`src/rtl/i2c_target_engine.sv`:
```
module i2c_target_engine #(
  parameter int SYNC_STAGES = 2
) (
  input  logic       clk,
  input  logic       rst_n,
  input  logic       scl_i,
  input  logic       sda_i,
  output logic       scl_hold_o,
  output logic       sda_pull_o,
  input  logic [6:0] own_addr_i,
  input  logic       gc_en_i,
  input  logic       ack_en_i,
  input  logic [7:0] tx_byte_i,
  input  logic       tx_load_i,
  input  logic       rx_take_i,
  output logic [7:0] rx_byte_o,
  output logic       busy_o,
  output logic       start_flag_o,
  output logic       byte_done_o,
  output logic       tx_mode_o,
  output logic       selected_o,
  output logic       gc_hit_o,
  output logic       bus_err_o
);

  typedef enum logic [2:0] {
    S_IDLE, S_ADDR, S_ADDR_ACK, S_RX, S_RX_ACK, S_TX, S_TX_ACK
  } state_t;

  state_t state;
  logic [SYNC_STAGES-1:0] scl_sync, sda_sync;
  logic       scl_p, sda_p;
  logic [3:0] bitcnt;
  logic [7:0] shreg;
  logic       nack_q;

  wire scl_s     = scl_sync[SYNC_STAGES-1];
  wire sda_s     = sda_sync[SYNC_STAGES-1];
  wire start_det = scl_s & scl_p & sda_p & ~sda_s;
  wire stop_det  = scl_s & scl_p & ~sda_p & sda_s;
  wire scl_rise  = scl_s & ~scl_p;
  wire scl_fall  = ~scl_s & scl_p;
  wire in_byte   = (state == S_ADDR) || (state == S_RX) || (state == S_TX);
  wire mid_byte  = in_byte && (bitcnt != 4'd0) && (bitcnt < 4'd8);
  wire own_hit   = (shreg[7:1] == own_addr_i) && (own_addr_i != 7'd0);
  wire gc_now    = gc_en_i && (shreg == 8'h00);
  wire access    = rx_take_i | tx_load_i;

  always_ff @(posedge clk or negedge rst_n) begin
    if (!rst_n) begin
      scl_sync     <= '1;
      sda_sync     <= '1;
      scl_p        <= 1'b1;
      sda_p        <= 1'b1;
      state        <= S_IDLE;
      bitcnt       <= '0;
      shreg        <= '0;
      nack_q       <= 1'b0;
      scl_hold_o   <= 1'b0;
      sda_pull_o   <= 1'b0;
      rx_byte_o    <= '0;
      busy_o       <= 1'b0;
      start_flag_o <= 1'b0;
      byte_done_o  <= 1'b0;
      tx_mode_o    <= 1'b0;
      selected_o   <= 1'b0;
      gc_hit_o     <= 1'b0;
      bus_err_o    <= 1'b0;
    end else begin
      scl_sync <= {scl_sync[SYNC_STAGES-2:0], scl_i};
      sda_sync <= {sda_sync[SYNC_STAGES-2:0], sda_i};
      scl_p    <= scl_s;
      sda_p    <= sda_s;

      if (access) begin
        byte_done_o  <= 1'b0;
        start_flag_o <= 1'b0;
        bus_err_o    <= 1'b0;
        if (scl_hold_o) begin
          scl_hold_o <= 1'b0;
          if (state == S_TX && tx_load_i) begin
            shreg      <= tx_byte_i;
            sda_pull_o <= ~tx_byte_i[7];
          end
        end
      end

      if (stop_det) begin
        busy_o     <= 1'b0;
        state      <= S_IDLE;
        sda_pull_o <= 1'b0;
        scl_hold_o <= 1'b0;
        selected_o <= 1'b0;
        if (mid_byte) bus_err_o <= 1'b1;
      end else if (start_det) begin
        busy_o       <= 1'b1;
        start_flag_o <= 1'b1;
        sda_pull_o   <= 1'b0;
        scl_hold_o   <= 1'b0;
        selected_o   <= 1'b0;
        gc_hit_o     <= 1'b0;
        bitcnt       <= '0;
        if (mid_byte) begin
          bus_err_o <= 1'b1;
          state     <= S_IDLE;
        end else begin
          state <= S_ADDR;
        end
      end else if (scl_rise) begin
        case (state)
          S_ADDR, S_RX: begin
            shreg  <= {shreg[6:0], sda_s};
            bitcnt <= bitcnt + 4'd1;
          end
          S_TX:     bitcnt <= bitcnt + 4'd1;
          S_TX_ACK: nack_q <= sda_s;
          default: ;
        endcase
      end else if (scl_fall) begin
        case (state)
          S_ADDR: if (bitcnt == 4'd8) begin
            if (own_hit || gc_now) begin
              rx_byte_o  <= shreg;
              sda_pull_o <= 1'b1;
              selected_o <= 1'b1;
              tx_mode_o  <= shreg[0];
              gc_hit_o   <= gc_now;
              state      <= S_ADDR_ACK;
            end else begin
              state <= S_IDLE;
            end
          end
          S_RX: if (bitcnt == 4'd8) begin
            rx_byte_o  <= shreg;
            sda_pull_o <= ack_en_i;
            state      <= S_RX_ACK;
          end
          S_TX: begin
            if (bitcnt == 4'd8) begin
              sda_pull_o <= 1'b0;
              state      <= S_TX_ACK;
            end else if (bitcnt != 4'd0) begin
              sda_pull_o <= ~shreg[6];
              shreg      <= {shreg[6:0], 1'b0};
            end
          end
          S_ADDR_ACK, S_RX_ACK: begin
            sda_pull_o  <= 1'b0;
            byte_done_o <= 1'b1;
            scl_hold_o  <= 1'b1;
            bitcnt      <= '0;
            state       <= (state == S_ADDR_ACK && tx_mode_o) ? S_TX : S_RX;
          end
          S_TX_ACK: begin
            bitcnt <= '0;
            if (nack_q) begin
              state <= S_IDLE;
            end else begin
              byte_done_o <= 1'b1;
              scl_hold_o  <= 1'b1;
              state       <= S_TX;
            end
          end
          default: ;
        endcase
      end
    end
  end

  assert_busy_on_start_R1: assert property (@(posedge clk) disable iff (!rst_n)
    start_det |=> busy_o);

  assert_release_on_stop_R1: assert property (@(posedge clk) disable iff (!rst_n)
    stop_det |=> (!sda_pull_o && !scl_hold_o && !busy_o));

  assert_gc_needs_enable_R4: assert property (@(posedge clk) disable iff (!rst_n)
    $rose(gc_hit_o) |-> $past(gc_en_i));

  assert_hold_only_after_byte_R7: assert property (@(posedge clk) disable iff (!rst_n)
    scl_hold_o |-> byte_done_o);

  assert_sda_steady_scl_high_R8: assert property (@(posedge clk) disable iff (!rst_n)
    (scl_s && scl_p && !start_det && !stop_det) |=> $stable(sda_pull_o));

  assert_error_deselects_R10: assert property (@(posedge clk) disable iff (!rst_n)
    $rose(bus_err_o) |-> !selected_o);

endmodule

```
`config.mk`:
```
export PLATFORM = sky130hd
export DESIGN_NAME = i2c_target_engine
export DESIGN_NICKNAME = d
export VERILOG_FILES = /design/src/rtl/i2c_target_engine.sv
export SDC_FILE = /design/constraint.sdc
export NUM_CORES = 1
export LEC_CHECK = 0
export CAP_MARGIN = 20
export CORE_AREA = 10 10 87 89
export CTS_BUF_LIST = sky130_fd_sc_hd__clkbuf_8
export DETAILED_ROUTE_END_ITERATION = 8
export DIE_AREA = 0 0 97 99
export GPL_TIMING_DRIVEN = 0
export PLACE_DENSITY = 0.64
export SYNTH_ARGS = -nofsm -noshare
export SYNTH_HDL_FRONTEND = slang
export SYNTH_SLANG_ARGS = --single-unit
```
`constraint.sdc`:
```
create_clock -name clk -period 1.77 [get_ports clk]
set_clock_uncertainty 0.1 [all_clocks]
set_input_delay 0.177 -clock clk [delete_from_list [all_inputs] [get_ports clk]]
set_output_delay 0.177 -clock clk [all_outputs]
set_load 0.01 [all_outputs]
```
Yosys cells after proc, flatten, opt, wreduce, memory -nomap -nowiden
Cells that the tools add are included.
Widths: inputs -> output; s select.
- bits in registers: 39
- output and inout port bits: 17
- word-level logic and storage cells: 171
- add/subtract/negate cells: 1
- order comparisons: 1
- equality and inequality tests: 17
- multiplexer cells: 81
- bitwise logic cells: 17
- reduce and logical (&&, ||, !) cells: 36
- operators with widths (kind ; number):
    $mux 8 ; 14
    $mux 1 ; 47
    $mux 3 ; 9
    $mux 4 ; 5
    $reduce_bool 3->1 ; 6
    $pmux 8 s2 ; 1
    $pmux 3 s5 ; 1
    $reduce_bool 7->1 ; 2
    $ne 4x3->1 const B ; 3
    $reduce_and 6->1 ; 2
    $reduce_bool 2->1 ; 6
    $eq 3x3->1 const B ; 3
    $not 1->1 ; 9
    $logic_not 8->1 ; 1
    $reduce_and 4->1 ; 2
    $reduce_and 8->1 ; 1
    $and 1x1->1 ; 7
    $eq 7x7->1 ; 1
    $reduce_and 7->1 ; 1
    $eq 3x2->1 const B ; 2
    $logic_and 1x1->1 ; 6
    $ne 2x1->1 const B ; 3
    $ne 3x3->1 const B ; 2
    $reduce_or 3->1 ; 2
    other kinds (13) ; 17

Depth between registers and ports, before layout
Gate-level depths: netlist of run 1.
- word-level depth: 12
- gate-level depth with buffers: 8

Worst setup path after synthesis of run 1
OpenSTA, ideal clock, no wires.
- kind: register -> register
- from: register shreg[6]
- to: register rx_byte_o[0]
- setup time: 0.125 ns
- arrival: 1.676 ns
- data required time: 1.545 ns
- setup slack: -0.131 ns
- cell stages (with the launch flop): 7
- period minus slack after synthesis: 1.901 ns
- path through: dfrtp_1 > xor2_1 > nor4_2 > a31o_4 > o21a_1 > buf_6 > mux2_4
- word-level cells in the longest chain between the ends: 5
- elaborated cells on any way between the ends: 7
- classes of those cells: 2 x eq/ne; 5 x reduce/logical
- RTL lines (item ; RTL line ; source):
    start, declared ; 34 ; logic [7:0] shreg;
    start signal, assigned ; 82 ; shreg <= tx_byte_i;
    start signal, assigned ; 112 ; shreg <= {shreg[6:0], sda_s};
    start signal, assigned ; 144 ; shreg <= {shreg[6:0], 1'b0};
    $eq 7x7->1 or $logic_not 8->1 (tied branches) ; 45, 46 ;
    $logic_and 1x1->1 (on tied branches) ; 45, 46 ;
    $logic_or 1x1->1 * ; 122 ; if (own_hit || gc_now) begin
    $ne 2x1->1 (no line) * ; n/a ;
    $reduce_and 8->1 (no line) * ; n/a ;
    end signal, assigned ; 123 ; rx_byte_o <= shreg;
    end signal, assigned ; 134 ; rx_byte_o <= shreg;
    end, declared ; 16 ; output logic [7:0] rx_byte_o,
Mark *: on every way between the ends. The rest lies on a longest branch, timed or not.
A chain may end at the register's enable or synchronous reset.

Worst setup path after layout of run 1
- from: register shreg[6]
- to: register rx_byte_o[3]
The elaborated chain is that of the path after synthesis.

==> results of run 1 <==
## what timing repair did
action | CTS | global route
gates resized for setup | 23 | 20
buffers inserted | 13 | 4
endpoints found under the setup margin | 26 | 22
hold buffers | 1 | 0
pin swaps | 8 | 6
hold endpoints to repair | 33 | 0
## sequential cells by signal, indices dropped and copies added, names as in the netlist, 2 cells and up
signal / count
scl_sync: 2
rx_byte_o: 8
shreg: 8
bitcnt: 4
state: 3
sda_sync: 2
## synth_stat cells (2+ instances only)
cell,n,area [um^2]
a21oi_1,12,60.1
mux2_4,8,120
nand4b_1,2,17.5
nor4_1,2,12.5
and4b_1,2,20.0
a21boi_0,2,15.0
nor3_1,9,45.0
xor2_1,7,61.3
buf_2,3,15.0
o21ai_1,3,15.0
nor2b_1,5,31.3
dfstp_2,6,158
ha_1,2,25.0
dfrtp_1,33,826
nand4_1,2,12.5
nand2_1,14,52.6
nor2_1,16,60.1
nand3_1,2,10.0
inv_1,4,15.0
a31oi_1,2,12.5
clkbuf_1,3,11.3
o21ai_0,9,45.0
mux2_2,2,22.5
nand2b_1,4,25.0
mux2i_1,9,90.1
## power by group through the flow
stage | sequential (uW) | clock, uW | combinational [uW]
5_1_grt | 1220 | 964 | 1160
6_report | 1200 | 895 | 1050
4_1_cts | 1190 | 908 | 945
3_5_place_dp | 1230 | 0 | 763
3_3_place_gp | 1230 | 0 | 751
2_1_floorplan | 1180 | 0 | 536
## kinds of logic after synthesis
| family | Yosys count |
|---|---|
| adder cells (fa/ha/maj) | 2 |
| AO/OA/AOI/OAI | 43 |
| flip-flops | 39 |
| XOR/XNOR | 8 |
| AND/OR/NAND/NOR | 66 |
| multiplexers | 20 |
| buffers and inverters | 11 |
## through the flow
step / hold slack, ns / cells / setup TNS [ns]
floorplan: -0.219 / 189 / -0.737
global placement: 0.246 / 303 / -25.83
detailed placement: 0.248 / 303 / -7.81
CTS: 0.168 / 324 / -1.70
global route: 0.160 / 328 / -2.47
finish: 0.173 / 328 / -1.49
## layout make-up
cell class	count	area share
Inverter	4	0.00517
Clock buffer	5	0.0237
Multi-Input combinational cell	139	0.379
Clock inverter	3	0.0233
Tap cell	75	0.0323
Timing Repair Buffer	56	0.179
Buffer	7	0.0172
Sequential cell	39	0.340
## worst paths after layout
check	slack, ns	cells past startpoint	start	to
max	-0.17	7	shreg[6]	rx_byte_o[3]
min	0.17	1	sda_i	sda_sync[0]
max reg2reg	-0.17	7	shreg[6]	rx_byte_o[3]
min reg2reg	0.26	0	scl_sync[0]	scl_sync[1]
max in group asynchronous	0.53	2	rst_n	shreg[2]
min in group asynchronous	0.44	2	rst_n	rx_byte_o[2]
## worst max-delay path, cell delays in order, from the launching register on
cell	delay [ns]
dfrtp_2	0.42
buf_4	0.16
nor4_1	0.15
and4b_1	0.27
a31o_4	0.12
o21a_1	0.12
buf_6	0.17
mux2_4	0.32
## per-layer routing
layer  vias up  part of all wire
met5         -                 0
met4         0             0.016
met3         8             0.051
met2        42              0.47
met1       800              0.46
li1        813                 -
==> flow_summary_export.csv, run 1 <==
group,metric,value,unit
cells_and_area,diodes,0,
clocking,clock_sinks,39,
timing,fin_ws,-0.172,ns
cells_and_area,fin_util,0.496,
run_status,outcome,"complete, but fails checks",
global_route,use_met3,0.0349,
yosys,synth_nets,214,
timing,setup_viol,11,
yosys,synth_top_family_by_area,"simple AND/OR/NAND/NOR gates",
floorplanning,initial_core_util,0.344,
worst_setup_path,cp_max_fo,8,
pwr,power.density,1080,nW/um^2
yosys,synth_compound_area_frac,0.142,
route,vias_per_cell,5.07,
route,antenna_left,0,
yosys,synthMuxAreaShare,0.121,
pwr,p_leak,0.00118,uW
clocking,clk_latency,0.30,ns
cells_and_area,area_growth,44.3,%
pwr,p_int,2090,uW
yosys,synthAdderAreaFrac,0.0124,
cells_and_area,final_cell_area,2900,um^2
global_route,grt_pass1_vias,1611,
yosys,synth_cell_types,51,
floorplanning,die_x,97,um
clocking,htreeDepth,2,
yosys,synth-simple-area-share,0.175,
hold_path,hold_class,"in -> reg",
cells_and_area,layout_common_cells,"clkdlybuf4s50_1 (38), dfrtp_1 (30), buf_4 (16), nor2_1 (15), nand2_1 (13)",
route,first_iter_violations,93,
yosys,synth-edff-count,0,
timing,hold_viol_final,0,
cells_and_area,multi_input_area,1100,um^2
worst_setup_path,startpoint_type,"flip-flop",
timing,period_share,1.10,
cells_and_area,seq_area,987,um^2
worst_setup_path,crit_type,"reg -> reg",
global_route,grt_overflow_total,0,
timing,post-route-min-period,1.94,ns
placement,gp_congestion,0.850,
pwr,ir_drop,0.553,mV
pwr,sequentialPowerShare,0.381,
global_route,grt_pass1_wl,8400,um
cells_and_area,finalNetCount,277,
floorplanning,ioPinCount,40,
timing,max_clock_freq,515,MHz
clocking,cts_root_buf,"clkbuf_8",
floorplanning,die-area,9600,um^2
route,vias,1663,
placement,dpl_cell_area,2490,um^2
yosys,syn_area_per_cell,10.6,um^2
pwr,p_clk_frac,0.285,
yosys,synth_seq_cells,39,
cells_and_area,layout-drive-gt1-share,0.292,
global_route,antenna_found_initial,0,
clocking,cts_tree,"done",
clocking,cts_buffers,5,
yosys,yosys_warnings,0,
timing,rsz0062_at_grt,"true",
placement,hpwl,3540,um
pwr,combPwrFrac,0.334,
timing,slew_headroom,0.405,
global_route,grt_max_degree,40,
global_route,busiest_layer,"met2",
run_status,violations,"negative setup slack",
floorplanning,fp-row-count,28,
timing,tightest_slew,0.893,ns
route,routed_wl,5220,um
global_route,grt_use_met2,0.160,
pwr,switching_share,0.334,
route,wl_per_cell,15.9,um
timing,drv_slew,0,
floorplanning,die_h,99,um
cells_and_area,final_common_cell,"clkdlybuf4s50_1",
route,drc,0,
yosys,syn_area,2010,um^2
yosys,synth_ff_type,"dfrtp_1",
yosys,synthXorXnorAreaFrac,0.0348,
yosys,ys_seq_area_frac,0.489,
pwr,power.total,3140,uW
worst_setup_path,cp.arrival,2.03,ns
global_route,grtUsageMet1,0.136,
floorplanning,coreArea,5850,um^2
cells_and_area,layout.filler_cells,516,
worst_setup_path,worstPathRequired,1.86,ns
global_route,track_usage,0.106,
placement,port_buffers,39,
clocking,clockBufferDepth,2,
run,cap_viol_max_count,0,
worst_setup_path,endpoint_kind,"flip-flop",
yosys,synthCells,189,
pwr,switchingPower,1050,uW
route,firstDrtPassIters,4,
yosys,async_reset_ff_frac,1.00,
clocking,clk_pin_slew,0.08,ns
placement,place_ws,-0.454,ns
No activity file was read; power rests on OpenSTA's default activity.
==> run 2, diff against run 1 <==
PLACE_DENSITY = 0.62   (was 0.64)
clock period = 1.95 ns   (was 1.77 ns; I/O delays follow)
==> flow_summary_export.csv, run 2 (synthesis results as in run 1) <==
group,metric,value,unit
run_status,outcome,"complete, but fails checks",
run_status,violations,"negative setup slack",
placement,gp_congestion,0.802,
cells_and_area,layout.filler_cells,532,
timing,setup_tns,-0.0571,ns
route,wl_per_cell,15.5,um
cells_and_area,finalNetCount,268,
timing,period_share,1.01,
cells_and_area,diodes,0,
timing,fin_ws,-0.0103,ns
clocking,htreeDepth,2,
pwr,p_leak,0.00113,uW
clocking,cts_buffers,5,
pwr,ir_drop,0.362,mV
floorplanning,initial_core_util,0.344,
global_route,antenna_found_initial,0,
placement,hpwl,3550,um
timing,post-route-min-period,1.96,ns
timing,max_clock_freq,510,MHz
route,antenna_left,0,
floorplanning,die_h,99,um
worst_setup_path,cp.arrival,2.04,ns
cells_and_area,top_regs,"rx_byte_o: 8 flops, shreg: 8 flops, bitcnt: 4 flops",
timing,hold_viol_final,0,
worst_setup_path,startpoint_type,"flip-flop",
cells_and_area,area_growth,37.7,%
worst_setup_path,endpoint_kind,"flip-flop",
clocking,cts_tree,"done",
hold_path,min-delay-start,"scl_i",
global_route,grt_pass1_wl,8450,um
floorplanning,die-area,9600,um^2
worst_setup_path,cp-startpoint,"shreg[3]",
hold_path,hold_depth,1,
floorplanning,fp-row-count,28,
run,cap_viol_max_count,0,
pwr,power.density,994,nW/um^2
global_route,grt_max_degree,40,
timing,drv_slew,0,
route,routed_wl,4930,um
cells_and_area,final_cell_area,2770,um^2
route,firstDrtPassIters,4,
worst_setup_path,slowest_delay,0.43,ns
cells_and_area,layout_common_cells,"clkdlybuf4s50_1 (38), dfrtp_1 (31), nor2_1 (15), nand2_1 (13), a21oi_1 (12)",
worst_setup_path,worstPathRequired,2.03,ns
clocking,cts_root_buf,"clkbuf_8",
global_route,track_usage,0.105,
floorplanning,coreArea,5850,um^2
worst_setup_path,reg2reg_depth,6,
worst_setup_path,critPathSlowestCell,"dfrtp_1",
route,drc,0,
placement,port_buffers,39,
worst_setup_path,r2r_setup_slack,-0.01,ns
route,vias_per_cell,5.09,
clocking,clock_sinks,39,
clocking,clockBufferDepth,2,
cells_and_area,layout-drive-gt1-share,0.234,
placement,dpl_cell_area,2490,um^2
worst_setup_path,crit_type,"reg -> reg",
timing,setup_viol,8,
cells_and_area,multi_input_area,1050,um^2
floorplanning,ioPinCount,40,
worst_setup_path,worstReg2RegEnd,"rx_byte_o[3]",
hold_path,whs_endpoint,"scl_sync[0]",
placement,place_ws,-0.286,ns
timing,tightest_slew,0.879,ns
clocking,clk_latency,0.29,ns
worst_setup_path,path_cells,"xor2_1 -> nor4_2 -> a31o_4 -> o21a_1 -> buf_6 -> mux2_4",
cells_and_area,final_common_cell,"clkdlybuf4s50_1",
worst_setup_path,cp_max_fo,8,
floorplanning,die_x,97,um
global_route,grt_pass1_vias,1695,
worst_setup_path,worstReg2RegStart,"shreg[3]",
hold_path,hold_class,"in -> reg",
clocking,clk_pin_slew,0.08,ns
timing,rsz0062_at_grt,"true",
route,first_iter_violations,108,
timing,slew_headroom,0.414,
global_route,grt_overflow_total,0,
cells_and_area,seq_area,986,um^2
route,vias,1625,
## run 2: worst max path at each step
| stage | endpoint | cells after the start |
|---|---|---|
| floorplan | rx_byte_o[0] | 6 |
| global placement | start_flag_o | 1 |
| detailed placement | rx_byte_o[2] | 7 |
| CTS | rx_byte_o[7] | 6 |
| global route | rx_byte_o[0] | 6 |
| finish | rx_byte_o[3] | 6 |
## run 2: metal layers
metal | vias to the layer above | GRT usage | wire length [um]
li1 | 797 | - | -
met3 | 7 | 0.0321 | 275
met1 | 783 | 0.136 | 2330
met4 | 0 | 0.0431 | 76
met5 | - | 0 | 0
met2 | 38 | 0.160 | 2250
## run 2: layout make-up
cell class | instances | area share
Clock inverter | 3 | 0.0230
Timing Repair Buffer | 47 | 0.162
Multi-Input combinational cell | 139 | 0.380
Sequential cell | 39 | 0.356
Inverter | 4 | 0.00542
Tap cell | 75 | 0.0339
Buffer | 7 | 0.0153
Clock buffer | 5 | 0.0248
## run 2: critical path: cells and delay by family (launching register included)
kind | cells | cell delay, ns
flip-flops | 1 | 0.43
AND/OR/NAND/NOR | 1 | 0.35
AO/OA/AOI/OAI | 2 | 0.33
multiplexers | 1 | 0.31
buffers and inverters | 1 | 0.17
XOR/XNOR | 1 | 0.16
## run 2: through the flow
| stage | instances | hold WS [ns] | power [uW] | util |
|---|---|---|---|---|
| after global routing | 319 | 0.205 | 2940 | 0.474 |
| final | 319 | 0.202 | 2750 | 0.474 |
| after global placement | 303 | 0.246 | 1800 | 0.427 |
| after floorplan | 189 | -0.201 | 1560 | - |
| after CTS | 316 | 0.194 | 2680 | 0.460 |
| after detailed placement | 303 | 0.247 | 1810 | 0.426 |
## run 2: repair_timing
item | CTS | global route
hold buffers | 1 | 0
endpoints found under the hold margin | 33 | 0
pin swaps | 3 | 3
setup buffers | 4 | 3
setup endpoints to repair | 17 | 25
gates resized for setup | 10 | 17
## run 2: report_power, final
| part | switching (uW) | internal (uW) | leakage [uW] |
|---|---|---|---|
| clock | 284 | 506 | 0.0000695 |
| combinational | 456 | 401 | 0.000582 |
| sequential | 159 | 948 | 0.000483 |
